--- src/rtl/instr_prefetch_buf.sv ---
module instr_prefetch_buf #(
  parameter int DEPTH      = 8,
  parameter int AW         = 32,
  parameter int DW         = 32,
  parameter logic [AW-1:0] RESET_ADDR = '0
) (
  input  logic          clk,
  input  logic          rst_n,
  output logic          fetch_req,
  output logic [AW-1:0] fetch_addr,
  input  logic          fetch_ack,
  input  logic          rsp_valid,
  input  logic [DW-1:0] rsp_data,
  input  logic          instr_pop,
  output logic          instr_valid,
  output logic [DW-1:0] instr_data,
  input  logic          sp_wr,
  input  logic [AW-1:0] sp_wdata,
  input  logic          xfer_done,
  input  logic          xfer_hit,
  input  logic [AW-1:0] xfer_target,
  input  logic          store_done,
  input  logic          store_noflush,
  input  logic          ctl_flush_wr,
  output logic          ctl_flush_bit,
  output logic          refetch
);
  localparam int PW = (DEPTH > 1) ? $clog2(DEPTH) : 1;
  localparam int CW = PW + 1;
  localparam logic [CW:0]   DEPTH_W = (CW+1)'(DEPTH);
  localparam logic [AW-1:0] STEP    = AW'(4);

  logic [DW-1:0] mem [DEPTH];
  logic [PW-1:0] wr_ptr, rd_ptr;
  logic [CW-1:0] count, inflight, drop;
  logic [AW-1:0] head_addr;
  logic          sw_flush_q;

  wire issue       = fetch_req && fetch_ack;
  wire xfer_flush  = xfer_done && xfer_hit;
  wire store_flush = store_done && !store_noflush;
  wire flush_now   = sp_wr || xfer_flush || store_flush || sw_flush_q;
  wire pop         = instr_pop && instr_valid;
  wire accept      = rsp_valid && (drop == '0) && !flush_now;

  wire [CW:0]    occupancy  = {1'b0, count} + {1'b0, inflight};
  wire [CW-1:0]  inflight_n = inflight + CW'(issue) - CW'(rsp_valid);
  wire [AW-1:0]  next_head  = pop ? head_addr + STEP : head_addr;
  wire [AW-1:0]  restart    = sp_wr      ? sp_wdata :
                              xfer_flush ? xfer_target : next_head;

  assign fetch_req     = occupancy < DEPTH_W;
  assign instr_valid   = count != '0;
  assign instr_data    = mem[rd_ptr];
  assign ctl_flush_bit = sw_flush_q;

  always_ff @(posedge clk or negedge rst_n) begin
    if (!rst_n) begin
      count      <= '0;
      inflight   <= '0;
      drop       <= '0;
      wr_ptr     <= '0;
      rd_ptr     <= '0;
      fetch_addr <= RESET_ADDR;
      head_addr  <= RESET_ADDR;
      sw_flush_q <= 1'b0;
      refetch    <= 1'b0;
    end else begin
      inflight   <= inflight_n;
      sw_flush_q <= ctl_flush_wr;
      refetch    <= flush_now;
      if (flush_now) begin
        count      <= '0;
        wr_ptr     <= '0;
        rd_ptr     <= '0;
        drop       <= inflight_n;
        fetch_addr <= restart;
        head_addr  <= restart;
      end else begin
        count     <= count + CW'(accept) - CW'(pop);
        head_addr <= next_head;
        if (issue)  fetch_addr <= fetch_addr + STEP;
        if (pop)    rd_ptr <= rd_ptr + PW'(1);
        if (accept) wr_ptr <= wr_ptr + PW'(1);
        if (rsp_valid && drop != '0) drop <= drop - CW'(1);
      end
    end
  end

  always_ff @(posedge clk) begin
    if (accept) mem[wr_ptr] <= rsp_data;
  end

  p_no_overflow_r3: assert property (@(posedge clk) disable iff (!rst_n)
    occupancy <= DEPTH_W);

  p_seq_fetch_r2: assert property (@(posedge clk) disable iff (!rst_n)
    (issue && !flush_now) |=> fetch_addr == $past(fetch_addr) + STEP);

  p_flush_empties_r4: assert property (@(posedge clk) disable iff (!rst_n)
    flush_now |=> (!instr_valid && refetch));

  p_sp_restart_r8: assert property (@(posedge clk) disable iff (!rst_n)
    sp_wr |=> fetch_addr == $past(sp_wdata));

  p_xfer_restart_r5: assert property (@(posedge clk) disable iff (!rst_n)
    (xfer_flush && !sp_wr) |=> fetch_addr == $past(xfer_target));

  p_swbit_clears_r7: assert property (@(posedge clk) disable iff (!rst_n)
    (ctl_flush_bit && !ctl_flush_wr) |=> !ctl_flush_bit);

  p_drop_bounded_r9: assert property (@(posedge clk) disable iff (!rst_n)
    drop <= inflight);

  p_empty_pop_r10: assert property (@(posedge clk) disable iff (!rst_n)
    (instr_pop && !instr_valid && !flush_now) |=> $stable(head_addr));
endmodule

--- config.mk ---
export PLATFORM = sky130hd
export DESIGN_NAME = instr_prefetch_buf
export DESIGN_NICKNAME = d
export VERILOG_FILES = /design/src/rtl/instr_prefetch_buf.sv
export SDC_FILE = /design/constraint.sdc
export NUM_CORES = 1
export LEC_CHECK = 0
export CAP_MARGIN = 40
export CORE_UTILIZATION = 30
export DETAILED_ROUTE_END_ITERATION = 16
export SLEW_MARGIN = 20
export SYNTH_ARGS = -nofsm -noshare
export SYNTH_HDL_FRONTEND = slang
export SYNTH_SLANG_ARGS = --single-unit
export TNS_END_PERCENT = 20
--- constraint.sdc ---
create_clock -name clk -period 4.9 [get_ports clk]
set_clock_uncertainty 0.1 [all_clocks]
set_input_delay 0.49 -clock clk [delete_from_list [all_inputs] [get_ports clk]]
set_output_delay 0.49 -clock clk [all_outputs]
set_load 0.005 [all_outputs]
Word-level counts from Yosys, hierarchy flattened

Memories as Yosys holds them, arrays and structs flattened.
Cells that the tools add are included.

Flip-flop bits (word level): 84
Memory bits (writable): 256
Bits of input ports: 107
Output and inout port bits: 68
Word-level logic and storage cells: 55
Memories: 1

Memory list:

| name | depth | bits a word | rd ports | clocked after Yosys merged registers in | write ports | RTL line | RTL |
|---|---|---|---|---|---|---|---|
| mem  | 8     | 32          | 1        | 0                                       | 1           | 33       | `logic [DW-1:0] mem [DEPTH];` |

$add $sub $neg: 10
Magnitude comparators: 1
Multiplexer cells: 15
Reductions and logical operators: 19

Operators with widths:

| operator              | number |
|---|---|
| $mux 32               | 6 |
| $add 32x3->32 const B | 2 |
| $mux 3                | 4 |
| $mux 4                | 3 |
| $add 4x1->4           | 2 |
| $reduce_bool 2->1     | 4 |
| $reduce_bool 4->1     | 2 |
| $sub 4x1->4           | 2 |
| $logic_and 1x1->1     | 7 |
| $add 3x1->3 const B   | 2 |
| $add 4x4->5           | 1 |
| $lt 5x4->1 const B    | 1 |
| $logic_not 4->1       | 1 |
| $sub 4x1->4 const B   | 1 |
| $logic_or 1x1->1      | 3 |
| $logic_not 1->1       | 2 |
| $mux 1                | 2 |

Depth between registers and ports, before layout

Gate-level depths: netlist of the first run.

Word-level depth: 9
Mapped depth: 13
Mapped depth without buffers: 12

Worst setup path after synthesis of the first run

OpenSTA, ideal clock, no wires.

Path type: input to register
Start point: input port xfer_done
End point: memory mem[0][0], enable pin
Library setup time: 0.461 ns
Arrival: 3.829 ns
Required time: 4.339 ns
Path slack: 0.510 ns
Cell stages on the path: 7
Buffers on the path: 1
Cells stage by stage: and2_0 > nor2_1 > and2_1 > buf_2 > nand2_1 > or2_2 > nor3_1

Longest elaborated chain between the ends: 8

Ends and longest elaborated chain:

| item                          | RTL line | RTL |
|---|---|---|
| from (decl)                   | 19       | `input logic xfer_done,` |
| $logic_and 1x1->1             | 40       | `wire xfer_flush = xfer_done && xfer_hit;` |
| $logic_or 1x1->1 (3 in a row) | 42       | `wire flush_now = sp_wr \|\| xfer_flush \|\| store_flush \|\| sw_flush_q;` |
| $logic_not 1->1               | 44       | `wire accept = rsp_valid && (drop == '0) && !flush_now;` |
| $logic_and 1x1->1             | 44       |  |
| $mux 1                        | 91       | `if (accept) mem[wr_ptr] <= rsp_data;` |
| $mux 1 (not written as such)  | 91       |  |
| to (decl)                     | 33       |  |

No other way between the ends.

Final worst setup path of the first run

Start point: register rd_ptr[0]
End point: output port instr_data[20]

Longest elaborated chain between the ends: 1

Ends and longest elaborated chain:

| item                   | RTL line | RTL |
|---|---|---|
| from (decl)            | 34       | `logic [PW-1:0] wr_ptr, rd_ptr;` |
| from (signal assigned) | 83       | `if (pop) rd_ptr <= rd_ptr + PW'(1);` |
| $mem_v2 8x32           | -        |  |
| to (decl)              | 16       | `output logic [DW-1:0] instr_data,` |

No other way between the ends.

==> results of run 1 <==
## logic make-up after synthesis
| family | after synthesis | share of synthesized area (%) |
|---|---|---|
| fa+ha+maj | 20 | 1.80 |
| xor+xnor | 64 | 3.81 |
| flops | 340 | 66.5 |
| mux | 114 | 13.6 |
| compound gates | 98 | 4.43 |
| buf+inv | 64 | 1.73 |
| simple gates | 237 | 8.11 |
## Yosys cell counts, types with 19 or more instances
master and count:
mux4_2 64, nand2_1 78, a21oi_1 26, dfrtp_1 84, nand3_1 27, nor2_1 50
edfxtp_1 256, xnor2_1 32, mux2_2 45, xor2_1 32, clkbuf_1 30, inv_1 19
## layer usage
layer  track usage, %  part of all wire [%]  vias up
met4             4.07                   1.7        0
met5                0                     0        -
met3             3.54                   6.2       44
met2             23.8                    49      276
li1                 -                     -     3994
met1             18.8                    43     4402
## where the power goes
part	switching (mW)	internal, mW	total, mW
registers	0.110	3.21	3.32
clock network	1.14	1.65	2.78
logic	0.323	0.343	0.666
## critical path, stage by stage, from the launching register on
cell,delay (ns)
dfrtp_4,0.92
buf_12,0.35
mux4_2,0.54
mux2_2,0.28
clkdlybuf4s50_1,0.50
## cell type report
class                      count  area, um^2  area share [%]
clock buffer                  44         973            5.24
clock inverter                23         250            1.35
inverter                      20        75.1           0.404
multi-input combinational    533        4730            25.5
sequential                   340        9790            52.8
tap                          615         769            4.14
timing repair buffer         200        1980            10.6
## registers in the layout (all words and copies together), names as in the netlist
name           cells
drop               4
ctl_flush_bit      1
fetch_addr        32
mem              256
inflight           4
count              4
head_addr         32
rd_ptr             3
wr_ptr             3
refetch            1
## final timing paths
check	end	from	cells past startpoint
min in group clk	ctl_flush_bit$_DFF_PN0_	ctl_flush_wr	1
max reg2reg	drop[2]$_DFFE_PN0P_	count[3]$_DFF_PN0_	10
min reg2reg	fetch_addr[0]$_DFFE_PN0P_	fetch_addr[0]$_DFFE_PN0P_	1
max in group asynchronous	rd_ptr[0]$_DFFE_PN0P_	rst_n	3
min	head_addr[1]$_DFFE_PN0N_	rst_n	2
max	instr_data[20]	rd_ptr[0]$_DFFE_PN0P_	4
## repair_timing
| action | 4_1_cts | 5_1_grt |
|---|---|---|
| hold endpoints to repair | 15 | 0 |
| hold buffers | 1 | 0 |
| endpoints found under the setup margin | 0 | 0 |
| setup buffers | 0 | 0 |
## per-stage QoR
| step | utilization (%) | power, mW |
|---|---|---|
| floorplan | - | 3.70 |
| global placement | 36.0 | 4.04 |
| detailed placement | 36.1 | 4.05 |
| CTS | 38.6 | 6.87 |
| global route | 38.6 | 7.06 |
| finish | 38.6 | 6.77 |
==> flow_summary_export.csv, run 1 <==
group,metric,value,unit
timing,finalCriticalPeriod,3.73,ns
placed_design,dp_slack,1.44,ns
layout,area_growth,26.2,%
timing,setup-violations-final,0,
synth,syn_nets,1064,
synth,postSynthCellCount,937,
global_route,grt_pass1_wl,54600,um
timing,period_share,76.2,%
layout,final_area,0.0186,mm^2
synth,synth.area.top_cells,"edfxtp_1, dfrtp_1, mux4_2",
synth,ys_warn_count,0,
die,die-width,223,um
clock_network,cts.sinks,340,
clock_network,cts_max_level,2,
layout,final_common_cell,"edfxtp_1",
timing,fmax,268,MHz
timing,drv_slew,0,
synth,async_flop_share,24.7,%
power,ir_drop,0.212,mV
die,core_area,0.0480,mm^2
timing,rsz0062_at_grt,"false",
run_status,outcome,"finished clean",
die,rows,80,
timing,slew_headroom,49.8,%
layout,nFillCells,4461,
layout,final_cell_mix,"edfxtp_1, clkdlybuf4s50_1, dfrtp_1, nand2_1, mux4_2",
min_path,holdCritPathClass,"input port to asynchronous set/reset pin",
global_route,first_global_vias,9186,
clock_network,cts_resized,0,
worst_setup_path,required,4.31,ns
global_route,gr-total-overflow,0,
timing,setup_ws,1.17,ns
layout,final_nets,1259,
drt,wire_per_inst,19.8,um
die,initial_utilization,30.6,%
synth,ys_seq_area_share,66.5,%
worst_setup_path,reg2reg_slack,1.94,ns
drt,drt.antenna.violating_nets,0,
clock_network,cts-root-buf,"clkbuf_16",
worst_setup_path,start_kind,"register",
power,p_per_area,365,mW/mm^2
synth,synth_edf_count,256,
drt,post-route-drc-count,0,
worst_setup_path,cp.arrival,3.14,ns
layout,drive_gt1_share,18.3,%
clock_network,cts_tree,"yes",
placed_design,dp_hpwl,23600,um
synth,synth_top_area_share,52.2,%
placed_design,placed_area,0.0173,mm^2
timing,fin_setup_tns,0,ns
job,max_cap_violations,0,
clock_network,cts-buffers-inserted,37,
placed_design,place.gp.congestion,0.834,
synth,synth_area,0.0147,mm^2
synth,synth-seq-cells,340,
global_route,grt_start_max_net_pins,73,
clock_network,clkLatencyLatePin,0.54,ns
placed_design,port_buffers,174,
synth,ys_types,59,
clock_network,clock_path_buffers,3,
drt,vias,8716,
power,p_leak,6.29,nW
layout,finalNonFillerCells,1775,
die,ios,175,
die,die_area,0.0499,mm^2
drt,drt_iter0_markers,541,
drt,finalWirelength,35200,um
die,die_h,223,um
worst_setup_path,endpoint_kind,"output port",
global_route,antenna_found_initial,0,
timing,worst_slew_pin_slew,0.752,ns
global_route,grt_use_total,14.4,%
drt,dr.pass1.iters,5,
timing,whs,0.264,ns
clock_network,clk_pin_slew,0.06,ns
worst_setup_path,worstPathMaxFanout,35,
placed_design,dp.cells,1707,
worst_setup_path,criticalPathCategory,"register to output port",
synth,ys.flop_type,"edfxtp_1",
synth,yosysTopAreaCell,"edfxtp_1",
synth,syn_avg_cell_area,15.7,um^2
drt,routed_via_density,4.91,
timing,finalHoldViolCount,0,
layout,n_antenna_cell,0,
Power figures use the tool's default switching activity.
==> run 2: changes to the inputs <==
clock period = 3.8 ns   (was 4.9 ns; I/O delays follow)
==> run 2 against run 1 <==
Net effect: first-iteration DRC count is 3.5% higher; sequential power is 29% higher; routed wire length grew 1.4%; sequential share of layout area decreased by 0.16 points; die area stayed put; hold slack got worse by 0.085 ns; sequential cell count stayed put; global-route usage about the same; via count up 0.73%; clock power is 28% higher; power rose by 29%; critical path depth is the same; largest cell class unchanged.
==> flow_summary_export.csv, run 2 (synthesis results as in run 1) <==
group,metric,value,unit
drt,vias,8780,
power,intPower,6.64,mW
clock_network,postCtsSetupBuffers,0,
die,die_area,0.0499,mm^2
clock_network,clock_path_buffers,3,
clock_network,cts_max_level,2,
worst_setup_path,criticalPathCategory,"register to output port",
die,core_area,0.0480,mm^2
clock_network,clk_pin_slew,0.06,ns
die,ios,175,
timing,slew_headroom,40.8,%
power,p_per_area,467,mW/mm^2
layout,area_growth,26.6,%
die,die-width,223,um
placed_design,port_buffers,174,
worst_setup_path,r2r_cells,10,
drt,drt_iter0_markers,560,
clock_network,clkLatencyLatePin,0.55,ns
layout,final_cell_mix,"edfxtp_1, clkdlybuf4s50_1, dfrtp_1, nand2_1, mux4_2",
timing,period_share,88.6,%
placed_design,dp_hpwl,23500,um
drt,wire_per_inst,20.1,um
power,ir_drop,0.311,mV
power,p_leak,6.30,nW
timing,drv_slew,0,
worst_setup_path,regToRegStartpoint,"count[3]$_DFF_PN0_",
timing,whs,0.179,ns
worst_setup_path,cp_slowest_stage_delay,0.68,ns
drt,routed_via_density,4.94,
die,rows,80,
die,die_h,223,um
layout,fin_util,38.8,%
clock_network,cts.sinks,340,
layout,regMostFlops,"mem",
worst_setup_path,reg2reg_slack,0.81,ns
timing,worst_slew_pin_slew,0.885,ns
worst_setup_path,endpoint,"instr_data[19]",
min_path,holdCritPathClass,"input port to register",
clock_network,cts-buffers-inserted,38,
clock_network,cts-root-buf,"clkbuf_16",
die,initial_utilization,30.6,%
worst_setup_path,worstPathMaxFanout,32,
drt,post-route-drc-count,0,
job,max_cap_violations,0,
layout,nFillCells,4482,
drt,finalWirelength,35700,um
drt,drt.antenna.violating_nets,0,
worst_setup_path,start_kind,"register",
clock_network,cts_tree,"yes",
run_status,outcome,"finished clean",
layout,top_regs,"mem: 256 flops, fetch_addr: 32 flops, head_addr: 32 flops",
power,pwr-share-seq,49.2,%
placed_design,place.gp.congestion,0.786,
timing,finalHoldViolCount,0,
timing,finalCriticalPeriod,3.37,ns
layout,final_common_cell,"edfxtp_1",
global_route,grt_pass1_wl,54900,um
power,clkPwrFrac,40.9,%
global_route,antenna_found_initial,2,
timing,fmax,297,MHz
global_route,gr-total-overflow,0,
timing,setup-violations-final,0,
worst_setup_path,slowest_stage,"dfrtp_4",
worst_setup_path,endpoint_kind,"output port",
layout,largest_register_ffs,256,
global_route,grt_use_total,14.5,%
layout,drive_gt1_share,18.2,%
worst_setup_path,crit_path_start,"rd_ptr[0]$_DFFE_PN0P_",
power,p_sw_share,23.7,%
worst_setup_path,path_cells,"buf_12 > mux4_2 > mux2_2 > clkdlybuf4s50_1",
drt,dr.pass1.iters,5,
global_route,grt_start_max_net_pins,73,
power,pwr-share-comb,9.9,%
worst_setup_path,required,3.32,ns
layout,final_nets,1259,
timing,rsz0062_at_grt,"false",
power,p_sw,2.06,mW
global_route,first_global_vias,9173,
worst_setup_path,cp.arrival,2.89,ns
worst_setup_path,worst_r2r_endpoint,"drop[2]$_DFFE_PN0P_",
==> run 2: cell count changes in the layout (fill, tap and decap cells not counted), moves of 2 or more <==
| cell | before | now |
|---|---|---|
| inv_6 | 0 | 2 |
| clkbuf_1 | 6 | 9 |
| clkinvlp_4 | 5 | 1 |
| clkinv_2 | 5 | 8 |
| buf_12 | 2 | 10 |
| bufinv_16 | 4 | 2 |
| buf_4 | 23 | 15 |
==> run 2: area by class of cell <==
| class | count | area (um^2) | share of cell area, % |
|---|---|---|---|
| diodes | 1 | 2.50 | 0.0134 |
| clock buffers | 49 | 1020 | 5.50 |
| clock inverters | 21 | 176 | 0.947 |
| inverters | 20 | 75.1 | 0.403 |
| multi-input cells | 533 | 4730 | 25.4 |
| flip-flops and latches | 340 | 9800 | 52.6 |
| well taps | 615 | 769 | 4.13 |
| repair buffers | 199 | 2050 | 11.0 |
==> run 2: worst min-delay path by stage <==
| stage | slack, ns | cells past startpoint | from | endpoint |
|---|---|---|---|---|
| 3_3_place_gp | 0.44 | 1 | fetch_addr[1]$_DFFE_PN0P_ | fetch_addr[1]$_DFFE_PN0P_ |
| 5_1_grt | 0.18 | 1 | ctl_flush_wr | ctl_flush_bit$_DFF_PN0_ |
| 3_5_place_dp | 0.26 | 1 | rst_n | head_addr[0]$_DFFE_PN0N_ |
| 4_1_cts | 0.15 | 1 | ctl_flush_wr | ctl_flush_bit$_DFF_PN0_ |
| 2_1_floorplan | -0.02 | 0 | rst_n | count[0]$_DFF_PN0_ |
| 6_report | 0.18 | 1 | ctl_flush_wr | ctl_flush_bit$_DFF_PN0_ |
==> run 2: timing repair <==
item,CTS,global route
hold endpoints to repair,30,0
hold buffers,1,0
resized for setup,0,0
==> run 2: metrics by stage <==
step           TNS, ns  power [mW]  area, um^2  worst slack, ns  instances
3_3_place_gp         0        5.21       17400            0.603       1705
2_1_floorplan   -14.25        4.77       14700           -0.445        937
6_report             0        8.70       18600            0.434       1778
3_5_place_dp         0        5.22       17400            0.625       1706
4_1_cts              0        8.81       18600            0.351       1777
5_1_grt              0        9.05       18600            0.299       1777
==> run 2: power groups by stage <==
stage	clock network [mW]	logic (mW)	registers [mW]
after CTS	3.65	0.871	4.28
after detailed placement	0	0.862	4.36
after global placement	0	0.852	4.36
final	3.56	0.860	4.29
after floorplan	0	0.452	4.32
after global routing	3.79	0.955	4.30
==> run 2: per-layer routing <==
layer,global-route usage [%],wire (um)
met2,23.7,17100
met5,0,13
met4,4.26,772
met3,3.48,2360
met1,19.0,15500
==> run 2: critical path, delay by kind of cell (launching register included) <==
kind,cells,cell delay [ns]
buf+inv,2,0.82
flops,1,0.68
mux,2,0.80
==> run 3: changes to the inputs <==
--- a/config.mk
+++ b/config.mk
@@ -10,2 +10,4 @@
 export DETAILED_ROUTE_END_ITERATION = 16
+export PLACE_DENSITY_LB_ADDON = 0.3
+export SETUP_SLACK_MARGIN = 0.2
 export SLEW_MARGIN = 20
==> constraint.sdc (replaced) <==
create_clock -name clk -period 3.8 [get_ports clk]
set_clock_uncertainty 0.1 [all_clocks]
set_input_delay 0.57 -clock clk [delete_from_list [all_inputs] [get_ports clk]]
set_output_delay 0.57 -clock clk [all_outputs]
set_load 0.005 [all_outputs]
==> run 3 against run 2 <==
Net effect: via count shrank 1.0%; largest power group unchanged; largest cell class unchanged; critical path type unchanged; highest routed layer is now met4; cell count grew 0.11%; sequential share of layout area is essentially flat; register-to-register slack better by 0.05 ns; sequential power is essentially flat; utilization is essentially flat; maximum frequency decreased by 1.5%; hold slack better by 0.10 ns.
==> flow_summary_export.csv, run 3 (synthesis results as in run 1) <==
group,metric,value,unit
clock_network,cts_max_level,2,
worst_setup_path,cp.depth,4,
global_route,grt_start_max_net_pins,73,
timing,finalCriticalPeriod,3.42,ns
power,p_sw_share,23.6,%
drt,vias,8691,
placed_design,dp_slack,0.557,ns
layout,ff_latch_area,0.00980,mm^2
power,intPower,6.55,mW
die,core_area,0.0480,mm^2
timing,drv_slew,0,
power,p_total,8.57,mW
drt,wire_per_inst,20.3,um
clock_network,cts.sinks,340,
drt,drt.antenna.violating_nets,0,
timing,setup-violations-final,0,
placed_design,dp_hpwl,23800,um
layout,fin_util,38.8,%
power,clkPwrFrac,40.0,%
timing,fin_setup_tns,0,ns
global_route,first_global_vias,9200,
layout,final_common_cell,"edfxtp_1",
worst_setup_path,start_kind,"register",
placed_design,port_buffers,174,
timing,rsz0062_at_grt,"false",
layout,final_nets,1265,
worst_setup_path,worstPathMaxFanout,28,
die,initial_utilization,30.6,%
power,ir_drop,0.273,mV
die,rows,80,
clock_network,cts_resized,0,
worst_setup_path,regToRegStartpoint,"count[3]$_DFF_PN0_",
worst_setup_path,cp.arrival,2.75,ns
clock_network,cts_tree,"yes",
die,die_h,223,um
worst_setup_path,critPathTopFamily,"multiplexers",
layout,nFillCells,4486,
worst_setup_path,required,3.13,ns
drt,dr.pass1.iters,4,
worst_setup_path,reg2reg_slack,0.86,ns
power,p_leak,6.32,nW
power,pwr-share-seq,50.0,%
worst_setup_path,path_cells,"buf_12 > mux4_2 > mux2_2 > clkdlybuf4s50_1",
clock_network,clk_pin_slew,0.06,ns
global_route,antenna_found_initial,0,
global_route,grt_use_total,14.7,%
placed_design,place.gp.congestion,0.805,
drt,routed_via_density,4.88,
die,die-width,223,um
worst_setup_path,worst_r2r_endpoint,"drop[2]$_DFFE_PN0P_",
die,ios,175,
layout,largest_register_ffs,256,
job,max_cap_violations,0,
layout,area_growth,26.7,%
power,pwr-share-comb,10.0,%
layout,multiInputGateArea,0.00473,mm^2
layout,final_cell_mix,"edfxtp_1, clkdlybuf4s50_1, dfrtp_1, nand2_1, mux4_2",
worst_setup_path,criticalPathCategory,"register to output port",
power,p_per_area,460,mW/mm^2
timing,setup_ws,0.384,ns
clock_network,cts-buffers-inserted,38,
worst_setup_path,slowest_stage,"dfrtp_4",
clock_network,cts-root-buf,"clkbuf_16",
die,die_area,0.0499,mm^2
worst_setup_path,critPathBufInv,2,
global_route,grt_pass1_wl,55000,um
power,p_sw,2.02,mW
timing,slew_headroom,55.4,%
drt,post-route-drc-count,0,
drt,finalWirelength,36100,um
worst_setup_path,endpoint_kind,"output port",
clock_network,clock_path_buffers,3,
drt,drt_iter0_markers,511,
timing,period_share,89.9,%
worst_setup_path,cp_slowest_stage_delay,0.60,ns
layout,top_regs,"mem: 256 flops, fetch_addr: 32 flops, head_addr: 32 flops",
layout,drive_gt1_share,18.4,%
timing,fmax,293,MHz
run_status,outcome,"finished clean",
timing,worst_slew_pin_slew,0.670,ns
timing,finalHoldViolCount,0,
layout,regMostFlops,"mem",
min_path,holdCritPathClass,"input port to asynchronous set/reset pin",
layout,n_antenna_cell,0,
global_route,gr-total-overflow,0,
clock_network,clkLatencyLatePin,0.55,ns
worst_setup_path,r2r_cells,10,
-- run 3: worst max-delay path by stage --
stage,from,to,slack (ns)
floorplan,xfer_done,mem[1][0]$_DFFE_PP_,-0.64
global placement,fetch_ack,drop[2]$_DFFE_PN0P_,0.58
detailed placement,fetch_ack,drop[2]$_DFFE_PN0P_,0.56
CTS,rd_ptr[0]$_DFFE_PN0P_,instr_data[12],0.30
global route,rd_ptr[0]$_DFFE_PN0P_,instr_data[19],0.23
finish,rd_ptr[0]$_DFFE_PN0P_,instr_data[19],0.38
-- run 3: layout make-up --
cell class / count / area share (%)
Clock buffer: 49 / 5.66
Multi-Input combinational cell: 533 / 25.4
Tap cell: 615 / 4.13
Inverter: 20 / 0.403
Sequential cell: 340 / 52.5
Clock inverter: 18 / 0.557
Timing Repair Buffer: 205 / 11.3
-- run 3: layer usage --
layer	vias up	wire, um	track usage, %
met5	-	0	0
met4	0	958	5.30
met3	49	1850	3.06
met2	256	17700	24.9
met1	4377	15600	18.5
li1	4009	-	-
-- run 3: what timing repair did --
item / CTS / global route
setup buffers: 1 / 0
endpoints found under the hold margin: 0 / 6
endpoints found under the setup margin: 21 / 0
hold buffers: 0 / 1
-- run 3: power by group through the flow --
stage,registers [mW],logic [mW],clock network (mW)
global placement,4.36,0.856,0
CTS,4.28,0.869,3.53
global route,4.30,0.967,3.67
finish,4.28,0.861,3.43
detailed placement,4.36,0.866,0
floorplan,4.32,0.452,0
-- run 3: per-stage QoR --
step,hold slack [ns],cell area [um^2],instances
2_1_floorplan,0.174,14700,937
3_3_place_gp,0.409,17400,1710
3_5_place_dp,0.409,17400,1710
4_1_cts,0.0125,18600,1778
5_1_grt,0.270,18600,1780
6_report,0.283,18600,1780
-- run 3: worst reg2reg max path, delay by kind of cell, from the launching register on --
| kind | cells | cell delay, ns |
|---|---|---|
| adder cells (fa/ha/maj) | 4 | 1.24 |
| buffers and inverters | 1 | 0.04 |
| AO/OA/AOI/OAI | 2 | 0.29 |
| AND/OR/NAND/NOR | 2 | 0.55 |
| XOR/XNOR | 1 | 0.18 |
| flip-flops | 1 | 0.41 |
